File: config.mk
export PLATFORM = sky130hd
export DESIGN_NAME = recirc_shift_bank
export DESIGN_NICKNAME = d
export VERILOG_FILES = /design/src/rtl/rsb_pkg.sv /design/src/rtl/rsb_ring_ptr.sv /design/src/rtl/rsb_lane.sv /design/src/rtl/recirc_shift_bank.sv
export SDC_FILE = /design/constraint.sdc
export NUM_CORES = 2
export LEC_CHECK = 0
export BUFFER_PORTS_ARGS = -buffer_cell sky130_fd_sc_hd__buf_2
export CAP_MARGIN = 15
export CELL_PAD_IN_SITES_DETAIL_PLACEMENT = 1
export CELL_PAD_IN_SITES_GLOBAL_PLACEMENT = 2
export CORE_ASPECT_RATIO = 1.4
export CORE_UTILIZATION = 35
export CTS_CLUSTER_DIAMETER = 200
export DETAILED_ROUTE_END_ITERATION = 6
export PLACE_DENSITY = 0.68
export REMOVE_ABC_BUFFERS = 1
export SETUP_SLACK_MARGIN = 0.3
export SYNTH_ARGS = -nofsm -noshare
export SYNTH_HDL_FRONTEND = slang
export SYNTH_SLANG_ARGS = --single-unit
File: constraint.sdc
create_clock -name clk -period 2.3 [get_ports clk]
set_input_delay 0.46 -clock clk [delete_from_list [all_inputs] [get_ports clk]]
set_output_delay 0.46 -clock clk [all_outputs]
set_load 0.02 [all_outputs]
File: src/rtl/rsb_pkg.sv
// Shared constants and helpers for the recirculating shift bank.
// Assumes the total storage is fixed and split evenly over the lanes.
package rsb_pkg;

    localparam int RSB_TOTAL_BITS = 512;

    // Feed choice of a lane at a capture edge.
    typedef enum logic {
        FEED_LOAD   = 1'b0,
        FEED_RECIRC = 1'b1
    } feed_e;

    // Depth of one lane for a given lane count.
    function automatic int lane_depth(input int lanes);
        return RSB_TOTAL_BITS / lanes;
    endfunction

    // Pointer width needed to address a ring of the given number of entries.
    function automatic int ring_ptr_width(input int entries);
        return (entries > 1) ? $clog2(entries) : 1;
    endfunction

endpackage

File: src/rtl/rsb_ring_ptr.sv
// Shared ring pointer for all lanes.
// Steps once per falling edge and wraps after LAST.
// Assumes every lane advances together, so one pointer serves them all.
module rsb_ring_ptr #(
    parameter int W    = 7,
    parameter int LAST = 126
) (
    input  logic         clk,
    input  logic         rst_n,
    output logic [W-1:0] ptr
);

    localparam logic [W-1:0] LAST_V = W'(LAST);

    // Advance the slot index, wrapping at the end of the ring.
    always_ff @(negedge clk) begin
        if (!rst_n) begin
            ptr <= '0;
        end else if (ptr == LAST_V) begin
            ptr <= '0;
        end else begin
            ptr <= ptr + 1'b1;
        end
    end

endmodule

File: src/rtl/rsb_lane.sv
// One serial lane of DEPTH bits.
// The last stage is the output register, and the other DEPTH-1 stages sit in a ring
// addressed by the shared pointer. Each edge moves the oldest ring entry into the output
// register and writes the new bit into the freed slot, which matches a DEPTH-stage
// flip-flop chain bit for bit.
// Assumes DEPTH >= 2 and that the pointer walks 0..DEPTH-2 in order.
module rsb_lane #(
    parameter int DEPTH = 128,
    parameter int PTR_W = 7
) (
    input  logic             clk,
    input  logic             rst_n,
    input  logic [PTR_W-1:0] ptr,
    input  rsb_pkg::feed_e   feed,
    input  logic             din,
    output logic             dout
);

    localparam int ENTRIES = DEPTH - 1;

    logic [ENTRIES-1:0] ring;
    logic               next_bit;

    // Pick the bit entering the lane: the external input or the lane's own output.
    always_comb begin
        next_bit = (feed == rsb_pkg::FEED_RECIRC) ? dout : din;
    end

    // Move the oldest ring entry to the output and store the new bit in its slot.
    always_ff @(negedge clk) begin
        if (!rst_n) begin
            ring <= '0;
            dout <= 1'b0;
        end else begin
            dout       <= ring[ptr];
            ring[ptr]  <= next_bit;
        end
    end

endmodule

File: src/rtl/recirc_shift_bank.sv
// Top of the recirculating shift bank.
// It holds CHANNELS lanes of 512/CHANNELS bits, with one shared recirculate select
// and one shared ring pointer.
// Assumes CHANNELS is 1, 2 or 4 and that inputs are steady around the falling edge.
module recirc_shift_bank #(
    parameter int CHANNELS = 4
) (
    input  logic                clk,
    input  logic                rst_n,
    input  logic [CHANNELS-1:0] din,
    input  logic                recirc,
    output logic [CHANNELS-1:0] dout
);

    localparam int DEPTH    = rsb_pkg::lane_depth(CHANNELS);
    localparam int ENTRIES  = DEPTH - 1;
    localparam int PTR_W    = rsb_pkg::ring_ptr_width(ENTRIES);
    localparam int PTR_LAST = ENTRIES - 1;

    logic [PTR_W-1:0] ring_ptr;
    rsb_pkg::feed_e   feed_sel;

    // Turn the shared control into the feed choice seen by every lane.
    always_comb begin
        feed_sel = recirc ? rsb_pkg::FEED_RECIRC : rsb_pkg::FEED_LOAD;
    end

    rsb_ring_ptr #(
        .W    (PTR_W),
        .LAST (PTR_LAST)
    ) u_ring_ptr (
        .clk   (clk),
        .rst_n (rst_n),
        .ptr   (ring_ptr)
    );

    for (genvar c = 0; c < CHANNELS; c++) begin : g_lane
        rsb_lane #(
            .DEPTH (DEPTH),
            .PTR_W (PTR_W)
        ) u_lane (
            .clk   (clk),
            .rst_n (rst_n),
            .ptr   (ring_ptr),
            .feed  (feed_sel),
            .din   (din[c]),
            .dout  (dout[c])
        );
    end

endmodule

# Word level (Yosys, flattened, before mapping)
# Cells that the tools add are included.
# word_totals
register_bits	519
elab_cells	35
# classes
add_sub_neg	1
magnitude_cmp	2
n_eq_ne	1
muxes	19
bitwise_logic	1
reduce_logical	2
# ops
operator	count
127-bit bitwise mux	4
1-bit binary-select mux with 7-bit select	4
1-bit 2-to-1 mux	10
7-bit by 8-bit less-than comparator with 1-bit output, second input constant	1
7-bit by 1-bit adder with 7-bit output, second input constant	1
1-bit demux with 7-bit select	1
7-bit == test, second input constant	1
7-bit by 1-bit >= comparator with 1-bit output, second input constant	1
2-bit OR reduction	1
1-bit logical AND	1
1-bit inverter	1

# Longest topological paths before layout
# depth
depth_word	5
ltp_mapped	10

# By module
# From an unflattened synthesis, not the netlist that was laid out.
# hier_totals
cells_unflattened	2627
hier_area_um2	24238.2
# by_module_without_submodules
module	n_inst	cells_per_inst	area_each_um2
rsb_lane at g_lane[0].u_lane ...	3	647	5960.7
rsb_lane at g_lane[3].u_lane	1	654	6060.8
rsb_ring_ptr	1	32	295.3

==> impl_metrics.csv <==
group,metric,value,unit
outcome,status,"finished with violations",
outcome,violations,"design-rule violations, negative setup slack",
yosys,synthTopCellsByArea,"dfxtp_1 45%, o211a_1 20%, nand2_1 8.9%",
floorplan,start_util,35.33,%
grt,grt_pass1_wl,174.6,mm
power,peakVddDrop,0.7647,mV
layout,layout-drive-gt1-share,41.01,%
floorplan,fp.dieW,219.0,µm
power,switching_share,35.18,%
place,globalplace.congestion,0.8714,
hold_path,min_path_type,"reg2reg",
yosys,yosysMostFrequentCell,"nand2_1",
setup_path,critPathMaxFanout,2,
yosys,synth_top_family_by_area,"compound AO/OA/AOI/OAI gates",
setup_path,cp-start-kind,"register",
yosys,yosys.area_share.simple,14.15,%
sta,worstMarginPinSlew,0.6256,ns
clock_network,root_buffer,"clkbuf_16",
clock_network,cts_buffers,56,
sta,slew_violations,0,
grt,gr-usage-all-layers,35.18,%
power,comb_power_share,16.9,%
routing,drtIter0Drc,2412,
clock_network,cts_tree,"yes",
power,power_switching,0.009966,W
yosys,yosys_warnings,0,
yosys,ys_async_sr_fraction,0,%
sta,rsz0062_at_grt,"yes",
power,report.power.total,0.02832,W
yosys,synth_compound_area_share,30.58,%
grt,overflow,0,
routing,dr_total_vias,26060,
sta,setup_viol,68,
routing,wirelength,128.2,mm
place,portBuffers,10,
clock_network,clk_pin_slew_worst_paths,0.11,ns
grt,grt_max_degree,86,
routing,wl_per_cell,29.81,µm
yosys,syn_area_per_cell,9.503,µm²
setup_path,cp.depth,1,
floorplan,io_pins,11,
yosys,synth-edff-count,0,
yosys,synth_ff_type,"dfxtp_1",
setup_path,slowest_delay,0.37,ns
routing,ant_nets,0,
setup_path,cp-end-kind,"output pin",
layout,areaGrowthSynthToFinish,68.08,%
power,clkPwrFrac,50.9,%
setup_path,cp_num_buf_inv,1,
setup_path,crit_type,"reg2out",
sta,slew_headroom,58.30,%
layout,multiInputGateArea,15280,µm²
yosys,yosysUniqueCellTypes,66,
yosys,syn_inst,2427,
sta,hold_viol,0,
clock_network,cts_max_path_buffers,3,
floorplan,fp.coreArea,65280,µm²
place,place_ws,-0.9740,ns
routing,drc,1,
setup_path,cp_slowest_cell,"dfxtp_2",
yosys,yosys.area.top_type,"dfxtp_1",
sta,finalSetupTns,-5.215,ns
floorplan,die_y,305.7,µm
job,maxCapViolCount,0,
sta,skew,0.08091,ns
power,powerDensity,730.7,nW/µm²
floorplan,dieArea,66940,µm²
place,hpwl,67.55,mm
yosys,seq_area_frac_synth,45.05,%
layout,register_area,10410,µm²
hold_path,hold_depth,1,
power,p_int,0.01836,W
clock_network,cts_sinks,519,
routing,via_per_inst,6.058,
setup_path,path_cells,"buf_6",
yosys,synth_common_cells,"546 x nand2_1, 519 x dfxtp_1, 468 x o211a_1",
floorplan,num_rows,111,
yosys,synth_fa_ha_area_share,0.1085,%
yosys,synth.mux.area_fraction,5.951,%
setup_path,r2r_cells,11,
clock_network,clkLatencyLatePin,0.73,ns
power,p_leak,22.68,nW
yosys,synth_xor_area_share,0.1899,%
routing,dr.pass1.iters,7,
setup_path,arrival,2.38,ns
power,p_seq_share,32.2,%
yosys,synth_top_area_share,45.05,%
setup_path,cpLargestDelayFamily,"flip-flops",
yosys,ys_ff_latch,519,
grt,antenna_found_initial,5,
sta,worst_slack,-0.5378,ns
grt,grt_pass1_vias,28060,
clock_network,ctsHtreeMaxLevel,2,
yosys,syn-cell-area,23060,µm²
layout,nNetsFinal,3416,
layout,num-fill-cells,6821,
setup_path,critPathRequiredTime,1.84,ns
layout,post-route-util,59.39,%
## per-layer routing
metal,up-vias,wire (µm),global-route usage (%)
met3,540,9576,10.07
met1,13170,45880,37.37
met5,-,52,0
li1,11070,-,-
met2,1277,61950,58.26
met4,8,10770,27.31
## layout make-up
class / count / area share (%)
diodes: 2 / 0.01291
clock inverters: 566 / 6.429
repair buffers: 608 / 20.80
inverters: 7 / 0.08069
clock buffers: 57 / 3.679
multi-input cells: 1696 / 39.41
flip-flops and latches: 519 / 26.86
well taps: 847 / 2.734
## cell usage in the layout (no fill, tap or decap), drive strengths merged, types with 10 or more instances in the layout
master	instances
buf	603
nand2	546
inv	541
dfxtp	519
o211a	468
nor2	156
a221oi	85
o21ai	64
clkbuf	61
mux2i	55
and2	43
a22oi	36
mux2	27
mux4	23
o22ai	20
clkinvlp	18
nand3	18
a21oi	15
o221ai	13
bufinv	12
nor2b	10
## cells by family (layout without fill, tap and decap cells)
logic type | Yosys count | in the layout
flops | 519 | 519
fa+ha+maj | 2 | 2
mux | 105 | 105
compound gates | 782 | 782
other cells | 0 | 2
buf+inv | 212 | 1238
xor+xnor | 5 | 5
simple gates | 802 | 802
## registers in the layout, summed over array words and instances, names as in the netlist
signal              cells
u_ring_ptr.ptr          7
g_lane.u_lane.dout      4
g_lane.u_lane.ring    508
## repair_timing
action                     in CTS  in global routing
setup endpoints to repair     523                523
cloned                         56                  4
hold buffers                    0                  0
setup buffers                 100                 60
pin swaps                     140                167
gates resized for setup       734                548
## path summary, 6_finish.rpt
kind | start | to | slack (ns)
max reg2reg | u_ring_ptr.ptr[0]$_SDFF_NP0_ | g_lane[0].u_lane.dout$_SDFF_NN0_ | -0.41
max | g_lane[0].u_lane.dout$_SDFF_NN0_ | dout[0] | -0.54
min | g_lane[3].u_lane.ring[78]$_SDFFE_NN0P_ | g_lane[3].u_lane.ring[78]$_SDFFE_NN0P_ | 0.49
min reg2reg | g_lane[3].u_lane.ring[78]$_SDFFE_NN0P_ | g_lane[3].u_lane.ring[78]$_SDFFE_NN0P_ | 0.49
## power groups by stage
stage,registers [W],clock network [W],logic (W)
after global routing,0.00912,0.0157,0.00480
final,0.00913,0.0144,0.00478
after detailed placement,0.00929,0.00136,0.00241
after CTS,0.00914,0.0142,0.00404
after floorplan,0.00936,0.00136,0.000665
after global placement,0.00929,0.00136,0.00239
## per-stage QoR
stage | cells | area, µm² | hold slack, ns
2_1_floorplan | 2223 | 22180 | 0.4642
3_3_place_gp | 3458 | 27010 | 0.4724
3_5_place_dp | 3458 | 27010 | 0.4783
4_1_cts | 4236 | 36010 | 0.4792
5_1_grt | 4300 | 38760 | 0.5037
6_report | 4302 | 38770 | 0.4863
Note: power is estimated with default switching activity, not from simulation.
